==> src/rtl/ram_pkg.sv <==
package ram_pkg;

    typedef enum logic [1:0] {
        ST_IDLE  = 2'd0,
        ST_SCAN  = 2'd1,
        ST_EXEC  = 2'd2,
        ST_WRITE = 2'd3
    } eng_state_e;

    localparam logic [3:0] OPC_ADD = 4'd0;
    localparam logic [3:0] OPC_AND = 4'd1;
    localparam logic [3:0] OPC_OR  = 4'd2;
    localparam logic [3:0] OPC_XOR = 4'd3;
    localparam logic [3:0] OPC_CAS = 4'd4;

    localparam int OPC_W     = 4;
    localparam int FLD_OPC   = 0;
    localparam int FLD_VALID = 4;
    localparam int FLD_FETCH = 5;
    localparam int FLD_ADDR  = 8;

endpackage

==> src/rtl/ram_slot_dec.sv <==
module ram_slot_dec
    import ram_pkg::*;
#(
    parameter int NSLOT  = 8,
    parameter int SLOT_W = 128,
    parameter int ADDR_W = 40,
    parameter int DATA_W = 64
) (
    input  logic [NSLOT*SLOT_W-1:0]   line,
    input  logic [$clog2(NSLOT)-1:0]  idx,
    output logic                      upd_ok,
    output logic [OPC_W-1:0]          opc,
    output logic                      fetch,
    output logic                      is_cas,
    output logic [ADDR_W-1:0]         addr,
    output logic [DATA_W-1:0]         operand,
    output logic [DATA_W-1:0]         cmp_val
);
    localparam int IDX_W   = $clog2(NSLOT);
    localparam int OPND_LO = SLOT_W - DATA_W;
    localparam int ADDR_HI = FLD_ADDR + ADDR_W;
    localparam logic [IDX_W-1:0] LAST_IDX = IDX_W'(NSLOT - 1);

    logic [SLOT_W-1:0] slots [NSLOT];

    genvar g;
    generate
        for (g = 0; g < NSLOT; g++) begin : g_unpack
            assign slots[g] = line[g*SLOT_W +: SLOT_W];
        end
    endgenerate

    logic [SLOT_W-1:0] cur;
    logic [SLOT_W-1:0] nxt;
    logic              dec_unused;

    assign cur = slots[idx];
    assign nxt = slots[idx + 1'b1];

    assign opc     = cur[FLD_OPC +: OPC_W];
    assign fetch   = cur[FLD_FETCH];
    assign addr    = cur[FLD_ADDR +: ADDR_W];
    assign operand = cur[OPND_LO +: DATA_W];
    assign cmp_val = nxt[OPND_LO +: DATA_W];
    assign is_cas  = (opc == OPC_CAS);

    // Updates need a supported opcode; a pair cannot start in the last slot.
    assign upd_ok = cur[FLD_VALID] && (opc <= OPC_CAS) && !(is_cas && (idx == LAST_IDX));

    assign dec_unused = ^{cur[FLD_FETCH+1 +: FLD_ADDR-FLD_FETCH-1],
                          cur[OPND_LO-1:ADDR_HI], nxt[OPND_LO-1:0]};

endmodule

==> src/rtl/ram_alu.sv <==
module ram_alu
    import ram_pkg::*;
#(
    parameter int DATA_W = 64
) (
    input  logic [OPC_W-1:0]  opc,
    input  logic [DATA_W-1:0] old_val,
    input  logic [DATA_W-1:0] operand,
    input  logic [DATA_W-1:0] cmp_val,
    output logic [DATA_W-1:0] new_val,
    output logic              do_write
);
    always_comb begin
        new_val  = old_val;
        do_write = 1'b1;
        case (opc)
            OPC_ADD: new_val = old_val + operand;
            OPC_AND: new_val = old_val & operand;
            OPC_OR:  new_val = old_val | operand;
            OPC_XOR: new_val = old_val ^ operand;
            OPC_CAS: begin
                new_val  = operand;
                do_write = (old_val == cmp_val);
            end
            default: do_write = 1'b0;
        endcase
    end
endmodule

==> src/rtl/ram_pkt_counter.sv <==
module ram_pkt_counter #(
    parameter int CNT_W = 16
) (
    input  logic             clk,
    input  logic             rst_n,
    input  logic             inc,
    output logic [CNT_W-1:0] count
);
    logic [CNT_W-1:0] cnt_d, cnt_q;

    always_comb begin
        cnt_d = cnt_q;
        if (inc) cnt_d = cnt_q + 1'b1;
    end

    always_ff @(posedge clk) begin
        if (!rst_n) cnt_q <= '0;
        else        cnt_q <= cnt_d;
    end

    assign count = cnt_q;

    a_r9_count_step: assert property (@(posedge clk) disable iff (!rst_n)
        inc |=> (count == $past(count) + 1'b1));
    a_r9_count_hold: assert property (@(posedge clk) disable iff (!rst_n)
        !inc |=> $stable(count));

endmodule

==> src/rtl/atomic_update_engine.sv <==
module atomic_update_engine
    import ram_pkg::*;
#(
    parameter int NSLOT  = 8,
    parameter int SLOT_W = 128,
    parameter int ADDR_W = 40,
    parameter int DATA_W = 64,
    parameter int CNT_W  = 16,
    localparam int LINE_W = NSLOT * SLOT_W,
    localparam int IDX_W  = $clog2(NSLOT)
) (
    input  logic              clk,
    input  logic              rst_n,
    input  logic              in_valid,
    output logic              in_ready,
    input  logic [LINE_W-1:0] in_line,
    output logic              mem_rd_en,
    output logic              mem_wr_en,
    output logic [ADDR_W-1:0] mem_addr,
    output logic [DATA_W-1:0] mem_wdata,
    input  logic [DATA_W-1:0] mem_rdata,
    output logic              rsp_valid,
    output logic [IDX_W-1:0]  rsp_idx,
    output logic [DATA_W-1:0] rsp_data,
    output logic [CNT_W-1:0]  pkt_count
);
    localparam logic [IDX_W-1:0] LAST_IDX = IDX_W'(NSLOT - 1);
    localparam logic [IDX_W:0]   SLOT_END = (IDX_W+1)'(NSLOT);

    typedef struct packed {
        eng_state_e        st;
        logic [LINE_W-1:0] line;
        logic [IDX_W-1:0]  idx;
        logic [DATA_W-1:0] old_val;
        logic [DATA_W-1:0] new_val;
        logic              wr;
    } eng_t;

    eng_t eng_d, eng_q;

    logic              dec_ok;
    logic [OPC_W-1:0]  dec_opc;
    logic              dec_fetch;
    logic              dec_cas;
    logic [ADDR_W-1:0] dec_addr;
    logic [DATA_W-1:0] dec_opnd;
    logic [DATA_W-1:0] dec_cmp;
    logic [DATA_W-1:0] alu_new;
    logic              alu_wr;
    logic              accept;
    logic [IDX_W:0]    step;

    ram_slot_dec #(
        .NSLOT(NSLOT), .SLOT_W(SLOT_W), .ADDR_W(ADDR_W), .DATA_W(DATA_W)
    ) u_dec (
        .line(eng_q.line), .idx(eng_q.idx), .upd_ok(dec_ok), .opc(dec_opc),
        .fetch(dec_fetch), .is_cas(dec_cas), .addr(dec_addr),
        .operand(dec_opnd), .cmp_val(dec_cmp)
    );

    ram_alu #(.DATA_W(DATA_W)) u_alu (
        .opc(dec_opc), .old_val(mem_rdata), .operand(dec_opnd),
        .cmp_val(dec_cmp), .new_val(alu_new), .do_write(alu_wr)
    );

    ram_pkt_counter #(.CNT_W(CNT_W)) u_cnt (
        .clk(clk), .rst_n(rst_n), .inc(accept), .count(pkt_count)
    );

    assign in_ready  = (eng_q.st == ST_IDLE);
    assign accept    = in_valid && in_ready;
    assign mem_addr  = dec_addr;
    assign mem_wdata = eng_q.new_val;
    assign rsp_data  = eng_q.old_val;
    assign rsp_idx   = eng_q.idx;
    assign step      = {1'b0, eng_q.idx} + (dec_cas ? (IDX_W+1)'(2) : (IDX_W+1)'(1));

    always_comb begin
        eng_d     = eng_q;
        mem_rd_en = 1'b0;
        mem_wr_en = 1'b0;
        rsp_valid = 1'b0;
        case (eng_q.st)
            ST_IDLE: begin
                if (accept) begin
                    eng_d.line = in_line;
                    eng_d.idx  = '0;
                    eng_d.st   = ST_SCAN;
                end
            end
            ST_SCAN: begin
                if (dec_ok) begin
                    mem_rd_en = 1'b1;
                    eng_d.st  = ST_EXEC;
                end else if (eng_q.idx == LAST_IDX) begin
                    eng_d.st  = ST_IDLE;
                end else begin
                    eng_d.idx = eng_q.idx + 1'b1;
                end
            end
            ST_EXEC: begin
                eng_d.old_val = mem_rdata;
                eng_d.new_val = alu_new;
                eng_d.wr      = alu_wr;
                eng_d.st      = ST_WRITE;
            end
            ST_WRITE: begin
                mem_wr_en = eng_q.wr;
                rsp_valid = dec_fetch;
                if (step >= SLOT_END) begin
                    eng_d.st  = ST_IDLE;
                end else begin
                    eng_d.idx = step[IDX_W-1:0];
                    eng_d.st  = ST_SCAN;
                end
            end
            default: eng_d.st = ST_IDLE;
        endcase
    end

    always_ff @(posedge clk) begin
        if (!rst_n) begin
            eng_q.st      <= ST_IDLE;
            eng_q.line    <= '0;
            eng_q.idx     <= '0;
            eng_q.old_val <= '0;
            eng_q.new_val <= '0;
            eng_q.wr      <= 1'b0;
        end else begin
            eng_q <= eng_d;
        end
    end

    a_r8_busy_after_accept: assert property (@(posedge clk) disable iff (!rst_n)
        (in_valid && in_ready) |=> !in_ready);
    a_r6_write_after_read: assert property (@(posedge clk) disable iff (!rst_n)
        mem_wr_en |-> ($past(mem_rd_en, 2) && ($past(mem_addr, 2) == mem_addr)));
    a_r6_quiet_middle: assert property (@(posedge clk) disable iff (!rst_n)
        mem_rd_en |=> !(mem_rd_en || mem_wr_en));
    a_r6_no_overlap: assert property (@(posedge clk) disable iff (!rst_n)
        !(mem_rd_en && mem_wr_en));
    a_r5_rsp_after_read: assert property (@(posedge clk) disable iff (!rst_n)
        rsp_valid |-> $past(mem_rd_en, 2));
    a_r8_idle_no_access: assert property (@(posedge clk) disable iff (!rst_n)
        in_ready |-> !(mem_wr_en || rsp_valid));

endmodule

==> config.mk <==
export PLATFORM = sky130hd
export DESIGN_NAME = atomic_update_engine
export DESIGN_NICKNAME = d
export VERILOG_FILES = /design/src/rtl/ram_pkg.sv /design/src/rtl/ram_slot_dec.sv /design/src/rtl/ram_alu.sv /design/src/rtl/ram_pkt_counter.sv /design/src/rtl/atomic_update_engine.sv
export SDC_FILE = /design/constraint.sdc
export NUM_CORES = 2
export LEC_CHECK = 0
export ABC_AREA = 0
export BUFFER_PORTS_ARGS = -buffer_cell sky130_fd_sc_hd__buf_2
export CORE_AREA = 4 4 503 505
export CTS_BUF_LIST = sky130_fd_sc_hd__clkbuf_2 sky130_fd_sc_hd__clkbuf_4 sky130_fd_sc_hd__clkbuf_8
export DETAILED_ROUTE_END_ITERATION = 6
export DIE_AREA = 0 0 507 509
export HOLD_SLACK_MARGIN = 0.06
export SETUP_SLACK_MARGIN = 0.1
export SYNTH_ARGS = -nofsm -noshare
export SYNTH_HDL_FRONTEND = slang
export SYNTH_SLANG_ARGS = --single-unit
==> constraint.sdc <==
create_clock -name clk -period 12.1 [get_ports clk]
set_input_delay 2.42 -clock clk [delete_from_list [all_inputs] [get_ports clk]]
set_output_delay 2.42 -clock clk [all_outputs]
set_load 0.01 [all_outputs]
==> flow_summary.yaml <==
sta:
  rsz0062_at_grt: "no"
  slew_headroom: 0.125
  finalClockSkew_ns: 0.0808
  drv_slew: 0
  min_period_over_period: 0.609
  fin_tns_setup_ns: 0
  holdWs_ns: 0.449
  worst_pin_slew_ns: 1.28
  finalHoldViolCount: 0
  fmax_ghz: 0.136
  fin_crit_ns: 7.37
  setup_viol: 0
routing:
  post_drt_wl_per_cell_um: 25.8
  dr.pass1.iters: 6
  route.met3.wl_mm: 24.5
  drc: 0
  wl_met2_mm: 125
  routed_wl_mm: 278
  drtIter0Drc: 4969
  top_layer: "met5"
  drt-met1-wl_mm: 115
  vias: 51700
  drt.antenna.violating_nets: 0
  via_per_inst: 4.81
power_and_ir_drop:
  p_comb_frac: 0.295
  power_frac_seq: 0.352
  swShare: 0.362
  p_clk_frac: 0.352
  power_leakage_uw: 0.0262
  p_int_uw: 7050
  peakVddDrop_mv: 0.0962
  power.density_nw_per_um2: 165
  p_switching_uw: 4000
grt:
  grt_util_all_layers: 0.205
  grt_max_degree: 212
  antenna_found_initial: 208
  grt_overflow: 0
  grt_pass1_vias: 48500
  grt_pass1_wl_mm: 376
critical_path:
  critPathBufInv: 3
  r2r_cells: 16
  slowest_stage: "dfxtp_4"
  end_kind: "output port"
  crit_chain: "buf_12, mux4_2, mux2_2, nor2_2, nand3_2, inv_1, a2111oi_4, buf_2"
  rrSetupSlack_ns: 5.61
  worstSetupPathDepth: 8
  critPathTopFamily: "multiplexers"
  critPathRequiredTime_ns: 9.68
  cp_max_fo: 68
  path_class: "flop to output port"
  reg2reg_from: "rsp_idx[1]$_SDFFE_PN0P_"
  crit_start: "rsp_idx[0]$_SDFFE_PN0P_"
  worstPathArrival_ns: 4.95
  regToRegEndpoint: "mem_wdata[53]$_SDFFE_PN0P_"
  cp-endpoint: "mem_rd_en"
  critPathLaunchType: "flop"
  cp_slowest_stage_delay_ns: 0.71
floorplanning:
  initial_core_util: 0.221
  die_y_um: 509
  fp.dieW_um: 507
  core_sq_um: 248000
  row_count: 183
  io_pins: 1282
  die_area_sq_um: 258000
synth:
  synth_edf_count: 0
  yosysMostFrequentCell: "nand2_1"
  netlist.area_leader.share: 0.376
  syn-instance-count: 6449
  synthArstFlopShare: 0
  yosys-top-cells-area: "dfxtp_1, mux4_2, nand2_1, a21oi_1, ha_1"
  synth_cell_types: 86
  synth_flop_cell: "dfxtp_1"
  synth.avg_cell_area_sq_um: 8.50
  yosysTopAreaCell: "dfxtp_1"
  synth_common_cells: "nand2_1, a21oi_1, dfxtp_1"
  ys_seq_area_frac: 0.376
  syn_nets: 7688
  yosysWarnings: 0
  netlist_area_sq_um: 54800
  ys_ff_latch: 1030
min_path:
  min_path_type: "flop to flop"
clocking:
  numCtsBuffers: 194
  clockBufferDepth: 3
  cts-resized-gates: 0
  clock_latency_ns: 0.95
  cts_setup_buffers: 0
  cts_tree: "done"
  path_clk_slew_ns: 0.06
  htreeDepth: 4
  cts.sinks: 1030
  cts_root_buf: "clkbuf_8"
  hold_buffers: 0
final_layout:
  nets: 8448
  drive_gt1_frac: 0.276
  area.growth.synth_to_final_pct: 22.3
  post-route-util: 0.270
  final_area_sq_um: 67100
  stdcell_count: 10800
flow_run:
  maxCapViolCount: 0
outcome:
  status: "completed"
placement:
  postPlaceCellArea_sq_um: 62500
  dp_cells: 10300
  numPortBuffers: 1137
  gp_congestion: 0.943
  dp_hpwl_mm: 217
-- per-layer routing --
layer  up-vias  global-route usage
met2      2214               0.324
met1     24900               0.259
met3       625              0.0607
met4       138              0.0875
li1      23900                   -
met5         -                   0
-- stage by stage --
stage / setup slack, ns / total power (uW)
floorplan: 6.77 / 5930
global placement: 5.45 / 7210
detailed placement: 5.49 / 7240
CTS: 4.58 / 11200
global route: 4.48 / 11600
finish: 4.73 / 11000
-- how the worst min path moves through the flow --
stage                                        from                      end  depth (start not counted)
after floorplan           eng_q[388]$_SDFFE_PN0P_  eng_q[388]$_SDFFE_PN0P_                          2
after global placement    eng_q[918]$_SDFFE_PN0P_  eng_q[918]$_SDFFE_PN0P_                          2
after detailed placement  eng_q[917]$_SDFFE_PN0P_  eng_q[917]$_SDFFE_PN0P_                          2
after CTS                 eng_q[917]$_SDFFE_PN0P_  eng_q[917]$_SDFFE_PN0P_                          2
after global routing      eng_q[917]$_SDFFE_PN0P_  eng_q[917]$_SDFFE_PN0P_                          2
final                     eng_q[410]$_SDFFE_PN0P_  eng_q[410]$_SDFFE_PN0P_                          2
-- tightest hold or removal path, cell delays in order (launching register included) --
cell and delay [ns]:
dfxtp_1 0.30, nand2_1 0.05, a21oi_1 0.05
-- cell type report --
cell class,count,area [sq um]
clock buffers,297,3770
inverters,156,593
multi-input cells,4616,30700
fillers,27200,181000
diodes,69,173
clock inverters,50,632
repair buffers,1211,6430
flip-flops and latches,1030,20600
well taps,3330,4170
-- sequential cells by signal, indices dropped and copies added (netlist names), named ones only --
signal and count:
eng_q 882, mem_wdata 64, rsp_data 64, rsp_idx 3, u_cnt.count 16
-- power by group through the flow --
stage               sequential (uW)  clock (uW)  combinational (uW)
floorplan                      3860           0                2070
global placement               3950           0                3260
detailed placement             3960           0                3280
CTS                            3890        4010                3280
global route                   3920        4150                3510
finish                         3890        3890                3260
-- kinds of logic after synthesis --
group                    Yosys count  synth area share
AO/OA/AOI/OAI                   1493             0.153
XOR/XNOR                         116            0.0185
adder cells (fa/ha/maj)          148            0.0341
buffers and inverters            803            0.0660
flip-flops                      1030             0.376
multiplexers                     593             0.190
AND/OR/NAND/NOR                 2266             0.162
-- cell usage in the layout, fill, tap and decap left out, types with 8 or more instances in the layout --
master,instances
a221oi_1,37
o2111ai_1,8
clkinvlp_4,8
nand4_1,41
clkbuf_4,51
nor4_1,9
o221ai_1,8
a211oi_1,24
buf_12,15
inv_1,154
nor2_1,202
o21bai_1,11
ha_1,143
nand2b_1,8
o21ai_0,165
and2_1,11
a311oi_1,12
clkbuf_8,246
clkinv_2,20
nand2_1,1897
mux2_2,78
a21oi_1,1039
o31ai_1,10
bufinv_16,9
mux4_2,348
o21a_1,11
dfxtp_1,1027
a31oi_1,20
a22oi_1,24
xnor2_1,88
xor2_1,28
buf_2,1137
diode_2,69
a21o_1,31
o211ai_1,25
mux2i_1,165
nor3_1,19
nand3_1,33
buf_4,59
No activity file was read; power rests on OpenSTA's default activity.
